$ cat src/rtl/irq_trap_pkg.sv
package irq_trap_pkg;
  localparam int unsigned VEC_W          = 24;
  localparam logic [VEC_W-1:0] TRAP_BASE     = 24'h000004;
  localparam logic [VEC_W-1:0] TRAP_BASE_ALT = 24'h000084;
  localparam logic [VEC_W-1:0] IRQ_BASE      = 24'h000014;
  localparam logic [VEC_W-1:0] IRQ_BASE_ALT  = 24'h000094;
endpackage

$ cat src/rtl/prio_arb.sv
module prio_arb #(
  parameter int NUM   = 8,
  parameter int PW    = 3,
  localparam int IW   = (NUM > 1) ? $clog2(NUM) : 1
) (
  input  logic              clk,
  input  logic              rst_n,
  input  logic [NUM-1:0]    req,
  input  logic [NUM*PW-1:0] prio,
  output logic              win_v,
  output logic [IW-1:0]     win_idx,
  output logic [PW-1:0]     win_prio
);
  always_comb begin
    win_v    = 1'b0;
    win_idx  = '0;
    win_prio = '0;
    for (int i = 0; i < NUM; i++) begin
      // strict compare keeps the lower index on a tie
      if (req[i] && (!win_v || (prio[i*PW +: PW] > win_prio))) begin
        win_v    = 1'b1;
        win_idx  = IW'(i);
        win_prio = prio[i*PW +: PW];
      end
    end
  end

  // the reported winner is really requesting with its own level
  a_r4_winner_pending: assert property (@(posedge clk) disable iff (!rst_n)
    win_v |-> (req[win_idx] && (prio[win_idx*PW +: PW] == win_prio)));
endmodule

$ cat src/rtl/trap_pick.sv
module trap_pick #(
  parameter int NUM  = 4,
  localparam int IW  = (NUM > 1) ? $clog2(NUM) : 1
) (
  input  logic [NUM-1:0] req,
  output logic           hit,
  output logic [IW-1:0]  idx
);
  always_comb begin
    hit = |req;
    idx = '0;
    for (int i = NUM - 1; i >= 0; i--) begin
      if (req[i]) idx = IW'(i);
    end
  end
endmodule

$ cat src/rtl/vec_calc.sv
module vec_calc
  import irq_trap_pkg::*;
#(
  parameter int IW = 3
) (
  input  logic             is_trap,
  input  logic             alt,
  input  logic [IW-1:0]    idx,
  output logic [VEC_W-1:0] addr
);
  logic [VEC_W-1:0] base;
  always_comb begin
    unique case ({is_trap, alt})
      2'b00:   base = IRQ_BASE;
      2'b01:   base = IRQ_BASE_ALT;
      2'b10:   base = TRAP_BASE;
      default: base = TRAP_BASE_ALT;
    endcase
    addr = base + (VEC_W'(idx) << 1);
  end
endmodule

$ cat src/rtl/irq_trap_arb.sv
module irq_trap_arb
  import irq_trap_pkg::*;
#(
  parameter int NUM_IRQ  = 8,
  parameter int NUM_TRAP = 4,
  parameter int PRIO_W   = 3,
  parameter int ADDR_W   = VEC_W
) (
  input  logic                    clk,
  input  logic                    rst_n,
  input  logic                    cyc_stb,
  input  logic [NUM_IRQ-1:0]      irq_flag,
  input  logic [NUM_IRQ-1:0]      irq_en,
  input  logic [NUM_IRQ*PRIO_W-1:0] irq_prio,
  input  logic [PRIO_W-1:0]       cur_ipl,
  input  logic [NUM_TRAP-1:0]     trap_req,
  input  logic                    ack,
  input  logic                    alt_tbl,
  output logic                    take,
  output logic [ADDR_W-1:0]       vec_addr,
  output logic [PRIO_W:0]         new_ipl,
  output logic                    rst_req,
  output logic                    trap_rst_flag
);
  localparam int IIW = (NUM_IRQ > 1) ? $clog2(NUM_IRQ) : 1;
  localparam int TIW = (NUM_TRAP > 1) ? $clog2(NUM_TRAP) : 1;
  localparam int VIW = (IIW > TIW) ? IIW : TIW;

  // state
  logic [NUM_IRQ-1:0]  samp_irq_q, samp_irq_d;
  logic [NUM_TRAP-1:0] samp_trap_q, samp_trap_d;
  logic                eval_q, eval_d;
  logic                busy_q, busy_d;
  logic                tact_q, tact_d;
  logic [TIW-1:0]      tidx_q, tidx_d;
  logic                take_q, take_d;
  logic [ADDR_W-1:0]   vec_q, vec_d;
  logic [PRIO_W:0]     nipl_q, nipl_d;
  logic                rst_q, rst_d;
  logic                sticky_q, sticky_d;

  // arbitration
  logic               iwin_v;
  logic [IIW-1:0]     iwin_idx;
  logic [PRIO_W-1:0]  iwin_prio;
  logic               twin_v;
  logic [TIW-1:0]     twin_idx;
  logic [NUM_TRAP-1:0] below_mask;
  logic [VIW-1:0]     pick_idx;
  logic [VEC_W-1:0]   pick_vec;

  prio_arb #(.NUM(NUM_IRQ), .PW(PRIO_W)) u_arb (
    .clk(clk), .rst_n(rst_n), .req(samp_irq_q), .prio(irq_prio),
    .win_v(iwin_v), .win_idx(iwin_idx), .win_prio(iwin_prio)
  );

  trap_pick #(.NUM(NUM_TRAP)) u_trap (
    .req(samp_trap_q), .hit(twin_v), .idx(twin_idx)
  );

  assign pick_idx = twin_v ? VIW'(twin_idx) : VIW'(iwin_idx);

  vec_calc #(.IW(VIW)) u_vec (
    .is_trap(twin_v), .alt(alt_tbl), .idx(pick_idx), .addr(pick_vec)
  );

  // traps ranked below the outstanding one
  for (genvar g = 0; g < NUM_TRAP; g++) begin : g_below
    assign below_mask[g] = (TIW'(g) > tidx_q);
  end

  always_comb begin
    samp_irq_d  = samp_irq_q;
    samp_trap_d = samp_trap_q;
    eval_d      = eval_q;
    busy_d      = busy_q;
    tact_d      = tact_q;
    tidx_d      = tidx_q;
    take_d      = 1'b0;
    vec_d       = vec_q;
    nipl_d      = nipl_q;
    rst_d       = 1'b0;
    sticky_d    = sticky_q;

    if (busy_q && ack) begin
      busy_d = 1'b0;
      tact_d = 1'b0;
    end

    if (cyc_stb) begin
      samp_irq_d  = irq_flag & irq_en;
      samp_trap_d = trap_req;
      eval_d      = 1'b1;
      if (tact_q && |(trap_req & below_mask)) begin
        rst_d       = 1'b1;
        sticky_d    = 1'b1;
        eval_d      = 1'b0;
        busy_d      = 1'b0;
        tact_d      = 1'b0;
        samp_irq_d  = '0;
        samp_trap_d = '0;
      end
    end else if (eval_q && !busy_q) begin
      eval_d = 1'b0;
      if (twin_v) begin
        take_d = 1'b1;
        busy_d = 1'b1;
        tact_d = 1'b1;
        tidx_d = twin_idx;
        vec_d  = ADDR_W'(pick_vec);
        nipl_d = {1'b1, {PRIO_W{1'b1}}};
      end else if (iwin_v && (iwin_prio > cur_ipl)) begin
        take_d = 1'b1;
        busy_d = 1'b1;
        vec_d  = ADDR_W'(pick_vec);
        nipl_d = {1'b0, iwin_prio};
      end
    end
  end

  always_ff @(posedge clk or negedge rst_n) begin
    if (!rst_n) begin
      samp_irq_q  <= '0;
      samp_trap_q <= '0;
      eval_q      <= 1'b0;
      busy_q      <= 1'b0;
      tact_q      <= 1'b0;
      tidx_q      <= '0;
      take_q      <= 1'b0;
      vec_q       <= '0;
      nipl_q      <= '0;
      rst_q       <= 1'b0;
      sticky_q    <= 1'b0;
    end else begin
      samp_irq_q  <= samp_irq_d;
      samp_trap_q <= samp_trap_d;
      eval_q      <= eval_d;
      busy_q      <= busy_d;
      tact_q      <= tact_d;
      tidx_q      <= tidx_d;
      take_q      <= take_d;
      vec_q       <= vec_d;
      nipl_q      <= nipl_d;
      rst_q       <= rst_d;
      sticky_q    <= sticky_d;
    end
  end

  assign take          = take_q;
  assign vec_addr      = vec_q;
  assign new_ipl       = nipl_q;
  assign rst_req       = rst_q;
  assign trap_rst_flag = sticky_q;

  // take never lasts two clocks
  a_r5_take_pulse: assert property (@(posedge clk) disable iff (!rst_n)
    take |=> !take);
  // nothing new while the last take is unacknowledged
  a_r6_hold_until_ack: assert property (@(posedge clk) disable iff (!rst_n)
    (busy_q && !ack) |=> !take);
  // an interrupt take beats the level seen at decision time
  a_r3_above_ipl: assert property (@(posedge clk) disable iff (!rst_n)
    (take && !new_ipl[PRIO_W]) |-> (new_ipl[PRIO_W-1:0] > $past(cur_ipl)));
  // a trap vector always carries the extension bit
  a_r7_trap_ext: assert property (@(posedge clk) disable iff (!rst_n)
    (take && (vec_addr < ADDR_W'(IRQ_BASE))) |-> new_ipl[PRIO_W]);
  // status stays set once raised
  a_r11_sticky: assert property (@(posedge clk) disable iff (!rst_n)
    trap_rst_flag |=> trap_rst_flag);
  // reset request and take never share a clock
  a_r10_rst_excl: assert property (@(posedge clk) disable iff (!rst_n)
    rst_req |-> (!take && trap_rst_flag));
endmodule

$ cat config.mk
export PLATFORM = sky130hd
export DESIGN_NAME = irq_trap_arb
export DESIGN_NICKNAME = d
export VERILOG_FILES = /design/src/rtl/irq_trap_pkg.sv /design/src/rtl/prio_arb.sv /design/src/rtl/trap_pick.sv /design/src/rtl/vec_calc.sv /design/src/rtl/irq_trap_arb.sv
export SDC_FILE = /design/constraint.sdc
export NUM_CORES = 1
export LEC_CHECK = 0
export ABC_AREA = 1
export BUFFER_PORTS_ARGS = -buffer_cell sky130_fd_sc_hd__buf_2
export CORE_ASPECT_RATIO = 0.9
export CORE_MARGIN = 3
export CORE_UTILIZATION = 55
export DETAILED_ROUTE_END_ITERATION = 12
export HOLD_SLACK_MARGIN = 0.12
export PLACE_DENSITY = 0.86
export RECOVER_POWER = 100
export SYNTH_ARGS = -nofsm -noshare
export SYNTH_HDL_FRONTEND = slang
export SYNTH_SLANG_ARGS = --single-unit
export TNS_END_PERCENT = 20
$ cat constraint.sdc
create_clock -name clk -period 15.55 [get_ports clk]
set_input_delay 4.665 -clock clk [delete_from_list [all_inputs] [get_ports clk]]
set_output_delay 4.665 -clock clk [all_outputs]
set_load 0.02 [all_outputs]
==> results of run 1 <==
==> power groups by stage <==
stage          combinational [W]  sequential, W   clock, W
2_1_floorplan           0.000167       0.000134          0
3_5_place_dp            0.000236       0.000119          0
6_report                0.000232       0.000119  0.0000784
5_1_grt                 0.000264       0.000122  0.0000837
4_1_cts                 0.000238       0.000118  0.0000800
3_3_place_gp            0.000225       0.000118          0
==> per-layer routing <==
layer	GRT usage, %	wire (um)	vias to the layer above
met3	4.77	343	19
met2	33.0	2590	83
met4	9.09	153	0
li1	-	-	1187
met1	28.2	2530	1076
met5	0	0	-
==> path summary, 6_finish.rpt <==
kind                       cells after the start     startpoint       endpoint
max                                           67    irq_prio[2]    vec_addr[5]
min                                            1  trap_rst_flag  trap_rst_flag
max reg2reg                                   66  samp_irq_q[0]    vec_addr[5]
min reg2reg                                    1  trap_rst_flag  trap_rst_flag
max in group asynchronous                      1          rst_n      tidx_q[1]
min in group asynchronous                      1          rst_n     new_ipl[1]
==> layout by cell type, fill, tap and decap left out <==
master / Yosys / layout
a21oi_1: 9 / 10
a22o_1: 2 / 2
a31oi_1: 2 / 2
and2_1: 7 / 7
buf_2: 0 / 49
bufinv_16: 0 / 1
clkbuf_1: 2 / 15
clkbuf_8: 0 / 6
conb_1: 1 / 18
dfrtp_1: 30 / 30
ha_1: 25 / 25
inv_1: 42 / 42
inv_2: 4 / 4
inv_4: 1 / 1
nand2_1: 83 / 86
nand2_2: 10 / 7
nand2_4: 3 / 3
nand3_1: 29 / 29
nand3_2: 7 / 7
nand3_4: 1 / 1
nand4_2: 2 / 2
nor2_1: 7 / 7
nor2_2: 1 / 1
nor2_4: 2 / 2
o211ai_1: 1 / 1
o21ai_0: 17 / 17
o21ai_1: 3 / 3
o21ai_2: 2 / 2
o22ai_1: 9 / 9
o31ai_1: 1 / 1
or2_0: 3 / 4
or2_1: 4 / 3
or2_2: 1 / 1
xor2_1: 1 / 1
==> cell families after synthesis <==
group	count (synthesis)	share of synthesized area, %
buf+inv	68	13.3
other cells	1	0.150
xor+xnor	1	0.350
simple gates	160	32.5
fa+ha+maj	25	12.5
flops	30	30.0
compound gates	47	11.2
==> flip-flops by register name, summed over array words and instances (netlist names) <==
signal and count:
busy_q 1, eval_q 1, new_ipl 4, rst_req 1
samp_irq_q 8, samp_trap_q 4, tact_q 1, take 1
tidx_q 2, trap_rst_flag 1, vec_addr 6
==> metrics by stage <==
| stage | area [um2] | setup slack [ps] | cells | power [W] | hold WS, ps |
|---|---|---|---|---|---|
| floorplan | 2570 | 3100 | 349 | 0.000301 | 447 |
| global placement | 2810 | 2390 | 452 | 0.000344 | 445 |
| detailed placement | 2810 | 1980 | 452 | 0.000355 | 451 |
| CTS | 2920 | 2240 | 459 | 0.000437 | 465 |
| global route | 2880 | 597 | 459 | 0.000469 | 490 |
| finish | 2880 | 1750 | 459 | 0.000429 | 468 |
==> critical path: cells and delay by family <==
family / cells / cell delay [ps]
adders and majority gates: 8 / 2450
and+or+nand+nor: 37 / 3710
buffers and inverters: 6 / 640
AOI/OAI and AO/OA: 16 / 2470
==> layout make-up <==
class / count / area share, %
clock buffer: 6 / 2.86
clock inverter: 1 / 1.04
inverter: 47 / 6.20
multi-input combinational: 251 / 50.8
sequential: 30 / 26.0
tap: 60 / 2.60
timing repair buffer: 64 / 10.5
==> reports/metrics.cfg, run 1 <==
[placement]
gp_congestion = 0.860
portBuffers = 64
hpwlAfterDp_um = 4470

[synthesis]
synth_top_area_share_pct = 30.0
synth_area_leader_cell = dfrtp_1
synth_most_common_cell = nand2_1
ys_ff_latch = 30
synth_ff_type = dfrtp_1
synthCells = 332
syn_avg_cell_area_um2 = 7.54
synth_common_cells = nand2_1 (83), inv_1 (42), dfrtp_1 (30), nand3_1 (29), ha_1 (25)
synth_area_um2 = 2500
synth_enable_flop_cells = 0
synth_area_leaders = dfrtp_1 (30%), ha_1 (12%), nand2_1 (12%)
ys_async_sr_fraction_pct = 100
yosysSeqAreaShare_pct = 30.0
synth_warnings = 0
synthDistinctLibCells = 34

[floorplan]
io_pins = 83
core_area_um2 = 4240
dieWidth_um = 77.1
die_y_um = 70.0
die-area_um2 = 5400
num_rows = 22
start_util_pct = 59.1

[outcome]
status = finished with violations
violations = max-capacitance violations, max-slew violations

[pwr]
p_seq_share_pct = 27.7
internal_power_w = 0.000238
peakVddDrop_mv = 0.0728
p_leak_nw = 1.61
comb_power_share_pct = 54.1
sw_frac_of_total_pct = 44.5
clkPwrFrac_pct = 18.3
p_sw_w = 0.000191
power_density_nw_per_um2 = 149

[critical_path]
crit_slowest_cell = a21oi_1
r2r_slack_ps = 5710
critPathKind = primary input to register
crit_arrival_ps = 13970
worstPathRequired_ps = 15720
critPathMaxFanout = 11
critPathCaptureType = register
slowest_delay_ps = 360
cp_common_cell = nand2_1
cp-start-kind = primary input

[finish]
num-fill-cells = 365
drive_gt1_share_pct = 21.8
postLayoutCoreUtil_pct = 68.0
multi_input_area_um2 = 1470
nets = 476
syn_to_final_growth_pct = 15.2
n_antenna_cell = 0
final-seq-area_um2 = 751

[sta]
slew_violations = 31
fmax_ghz = 0.0725
min_period_ps = 13800
finalSetupTns_ps = 0
setup_viol = 0
fin_crit_sh_pct = 88.7
clock_skew_ps = 4.98
worst_pin_slew_ps = 1540
hold_violations = 0
rsz0062_at_grt = false
slew_headroom_pct = -2.50

[cts]
clk_latency_ps = 280
hold_buffers = 0
ctsHtreeMaxLevel = 2
clock_sinks = 30
cts_max_path_buffers = 2
cts.clk_slew.worst_paths_ps = 60
ctsRootBufferMaster = clkbuf_8
cts_resized = 0
cts_inserted_buffers = 5
cts_tree = done
postCtsSetupBuffers = 0

[drt]
firstDrtPassIters = 4
antenna_left = 0
drt-total-wl_um = 5620
avgViaCountPerCell = 5.15
wl_per_cell_um = 12.2
via_count = 2365
drc = 0
drt_iter0_markers = 165

[grt]
grtUsageTotal_pct = 21.2
antenna_found_initial = 0
grt_pass1_wl_um = 9390
grt_max_degree = 31
grt_overflow_total = 0
grt_pass1_vias = 2212

[flow_run]
maxCapViolCount = 1

[worst_hold_path]
hold_path.class = register to register

(Power assumes the default switching activity.)
==> run 2, diff against run 1 <==
PLACE_DENSITY = 0.82   (was 0.86)
SYNTH_HIERARCHICAL = 1   (was not set)
==> reports/metrics.cfg, run 2 <==
[synthesis]
ys_ff_latch = 48
syn_avg_cell_area_um2 = 7.64
synth_enable_flop_cells = 0
synth_area_leaders = dfrtp_1 (36%), nand2_1 (17%), ha_1 (9.3%)
synthCells = 440
synth_warnings = 6
synth_area_leader_cell = dfrtp_1
yosysSeqAreaShare_pct = 35.7
synth_top_area_share_pct = 35.7
synth_common_cells = nand2_1 (154), dfrtp_1 (48), nand3_1 (45), inv_1 (38), o21ai_0 (26)
ys_async_sr_fraction_pct = 100
synth_most_common_cell = nand2_1
synth_area_um2 = 3360
synthDistinctLibCells = 30
synth_ff_type = dfrtp_1

[floorplan]
die_y_um = 80.2
core_area_um2 = 5790
io_pins = 83
num_rows = 26
dieWidth_um = 88.4
die-area_um2 = 7090
start_util_pct = 58.1

[finish]
final_common_cell = nand2_1
largest_reg_flops = 24
final_cell_mix = nand2_1 (159), nand3_1 (61), dfrtp_1 (48), buf_2 (48), inv_1 (39)
final-seq-area_um2 = 1200
num-fill-cells = 548
drive_gt1_share_pct = 14.5
syn_to_final_growth_pct = 8.26
nets = 593
n_antenna_cell = 0
multi_input_area_um2 = 1730

[sta]
rsz0062_at_grt = false
slew_violations = 49
worst_pin_slew_ps = 2480
setup_viol = 0
finalSetupTns_ps = 0
fin_hold_ws_ps = 477
clock_skew_ps = 8.39
slew_headroom_pct = -65.3
fin_crit_sh_pct = 88.4
fmax_ghz = 0.0728
hold_violations = 0
min_period_ps = 13740

[cts]
ctsHtreeMaxLevel = 2
hold_buffers = 0
ctsRootBufferMaster = clkbuf_8
cts.clk_slew.worst_paths_ps = 90
clock_sinks = 48
cts_max_path_buffers = 2
postCtsSetupBuffers = 0
cts_resized = 0
clk_latency_ps = 300
cts_inserted_buffers = 5
cts_tree = done

[drt]
via_count = 2953
wl_per_cell_um = 11.6
drt_iter0_markers = 118
avgViaCountPerCell = 5.03
drc = 0
firstDrtPassIters = 4
antenna_left = 0
drt-total-wl_um = 6790

[worst_hold_path]
hold_path.class = register to register

[critical_path]
critPathKind = primary input to register
slowest_delay_ps = 380
crit_slowest_cell = nand2_4
crit_arrival_ps = 13980
worstPathRequired_ps = 15790
cp_common_cell = nand2_1
cp-start-kind = primary input
critPathCaptureType = register
critPathMaxFanout = 29

[grt]
antenna_found_initial = 0
grt_pass1_vias = 2742
grtUsageTotal_pct = 20.0
grt_pass1_wl_um = 11400
grt_max_degree = 49
grt_overflow_total = 0

[placement]
hpwlAfterDp_um = 5310
gp_congestion = 0.879
portBuffers = 82

[pwr]
peakVddDrop_mv = 0.0736
power_density_nw_per_um2 = 158
p_leak_nw = 2.06

[outcome]
violations = max-capacitance violations, max-slew violations
status = finished with violations

[flow_run]
maxCapViolCount = 1

[run 2: cell types whose count changed in the layout (fill, tap and decap cells not counted), moves of 4 or more]
cell / change
or2_2: +4
nand3_1: +32
o22ai_1: -9
nand2_1: +73
nand2_2: -7
dfrtp_1: +18
o21ai_0: +10
nand3_2: -4
clkbuf_1: +19
[run 2: worst max-delay path, delay by kind of cell]
kind / cells / cell delay (ps)
buffers and inverters: 5 / 500
adders and majority gates: 8 / 2340
and+or+nand+nor: 42 / 4720
AOI/OAI and AO/OA: 13 / 1700
[run 2: path summary, 6_finish.rpt]
check                               from  slack [ps]       endpoint  cells after the start
max                          irq_prio[2]        1810    vec_addr[4]                     68
min                        trap_rst_flag         480  trap_rst_flag                      1
max reg2reg                samp_irq_q[0]        5760    vec_addr[4]                     67
min reg2reg                trap_rst_flag         480  trap_rst_flag                      1
max in group asynchronous          rst_n        9020  samp_irq_q[7]                      1
min in group asynchronous          rst_n        5120   vec_addr[10]                      1
[run 2: power by group]
group	internal (W)	switching, W
registers	0.000170	0.0000279
clock network	0.0000314	0.0000409
logic	0.000105	0.000200
[run 2: through the flow]
step	area (um2)	utilization (%)	total power [W]	setup slack [ps]	cells
after floorplan	3430	-	0.000454	3050	457
after global placement	3710	64.0	0.000518	2070	579
after detailed placement	3710	64.0	0.000531	1690	579
after CTS	3790	65.5	0.000605	1990	587
after global routing	3640	62.9	0.000634	791	587
final	3640	62.9	0.000575	1810	587
[run 2: kinds of logic (layout without fill, tap and decap cells)]
group | Yosys count | after routing | synth area share [%]
other | 1 | 18 | 0.112
AO/OA/AOI/OAI | 40 | 40 | 6.51
buffers and inverters | 74 | 134 | 11.4
flip-flops | 48 | 48 | 35.7
adder cells (fa/ha/maj) | 25 | 25 | 9.30
AND/OR/NAND/NOR | 252 | 252 | 37.0
[run 2: layout make-up]
class | count | share of cell area (%)
inverters | 44 | 4.54
well taps | 70 | 2.41
clock buffers | 5 | 1.89
clock inverters | 3 | 0.516
repair buffers | 82 | 10.1
multi-input cells | 335 | 47.5
flip-flops and latches | 48 | 33.0
[run 2: layer usage]
metal	up-vias	GRT usage, %	part of all wire [%]
li1	1530	-	-
met1	1353	26.4	47
met2	64	34.4	48
met3	6	3.38	4.7
met4	0	4.08	0.71
met5	-	0	0
==> run 3, diff against run 2 <==
PLACE_DENSITY = 0.86   (was 0.82)
==> reports/metrics.cfg, run 3 (same netlist as run 2, synthesis figures left out) <==
[placement]
place_inst = 579
place_area_um2 = 3710
portBuffers = 82
gp_congestion = 0.905
hpwlAfterDp_um = 5500

[finish]
largest_reg_flops = 24
final_cell_mix = nand2_1 (159), nand3_1 (61), buf_2 (49), dfrtp_1 (48), inv_1 (39)
syn_to_final_growth_pct = 8.41
design_area_um2 = 3640
fin_cells = 586
drive_gt1_share_pct = 14.5
n_antenna_cell = 0
final_common_cell = nand2_1
postLayoutCoreUtil_pct = 62.9
nets = 593

[critical_path]
reg2reg_from = samp_irq_q[0]
critPathMaxFanout = 29
critPathCapture = vec_addr[5]
crit_slowest_cell = nand2_4
crit_arrival_ps = 14080
cp_top_family = simple AND/OR/NAND/NOR gates
cp-start-kind = primary input
r2r_end = vec_addr[5]
startpoint = irq_prio[2]
cp.depth = 68
r2r_slack_ps = 5660
worstPathRequired_ps = 15790
r2r_cells = 67
worst-path-buf-inv = 5
slowest_delay_ps = 370
critPathKind = primary input to register
cp_common_cell = nand2_1
critPathCaptureType = register

[sta]
hold_violations = 0
slew_violations = 49
clock_skew_ps = 4.83
fin_hold_ws_ps = 479
worst_pin_slew_ps = 2510
setup_viol = 0
min_period_ps = 13850
fin_crit_sh_pct = 89.1
rsz0062_at_grt = false
finalSetupTns_ps = 0
fmax_ghz = 0.0722
slew_headroom_pct = -67.6

[cts]
postCtsSetupBuffers = 0
cts_inserted_buffers = 5
cts_resized = 0
clk_latency_ps = 300
cts_tree = done
cts_max_path_buffers = 2
ctsRootBufferMaster = clkbuf_8
hold_buffers = 0
ctsHtreeMaxLevel = 2
clock_sinks = 48
cts.clk_slew.worst_paths_ps = 80

[floorplan]
dieWidth_um = 88.4
die-area_um2 = 7090
num_rows = 26
die_y_um = 80.2
core_area_um2 = 5790
io_pins = 83
start_util_pct = 58.1

[drt]
drc = 0
antenna_left = 0
wl_per_cell_um = 12.3
avgViaCountPerCell = 5.08
drt-total-wl_um = 7190
drt_iter0_markers = 168
via_count = 2979
firstDrtPassIters = 4

[grt]
grt_overflow_total = 0
grtUsageTotal_pct = 20.9
grt_pass1_vias = 2920
antenna_found_initial = 0
grt_max_degree = 49
grt_pass1_wl_um = 12000

[worst_hold_path]
hold_path.class = register to register

[outcome]
status = finished with violations
violations = max-capacitance violations, max-slew violations

[flow_run]
maxCapViolCount = 1

[pwr]
p_leak_nw = 2.06
power_density_nw_per_um2 = 160
peakVddDrop_mv = 0.0854

==> run 3: power breakdown <==
part	total (W)	internal [W]	switching (W)	leakage, nW
clock network	0.0000761	0.0000355	0.0000406	0.0473
logic	0.000309	0.000106	0.000203	1.41
registers	0.000198	0.000170	0.0000286	0.603
==> run 3: how the worst min path moves through the flow <==
stage          cells past startpoint       endpoint          start  slack, ps
2_1_floorplan                      2      tidx_q[1]      tidx_q[1]        450
3_3_place_gp                       1  trap_rst_flag  trap_rst_flag        450
3_5_place_dp                       1  trap_rst_flag  trap_rst_flag        450
4_1_cts                            1  trap_rst_flag  trap_rst_flag        480
5_1_grt                            2     new_ipl[3]     new_ipl[3]        510
6_report                           1  trap_rst_flag  trap_rst_flag        480
==> run 3: cell type report <==
type                    instances  area [um2]
fillers                       539        2150
multi-input cells             335        1730
flip-flops and latches         48        1200
repair buffers                 82         369
inverters                      44         165
well taps                      70        87.6
clock buffers                   6        82.6
clock inverters                 1        8.76
==> run 3: routing by layer <==
metal  share of wire (%)  GRT usage, %
met1                  46          26.5
met4                0.33          3.47
met5                   0             0
met3                 4.5          4.00
met2                  49          37.1
==> run 3: per-stage QoR <==
step	setup slack (ps)	power (W)
final	1700	0.000583
after global routing	641	0.000640
after CTS	1900	0.000613
after detailed placement	1600	0.000534
after global placement	1920	0.000518
after floorplan	3050	0.000454
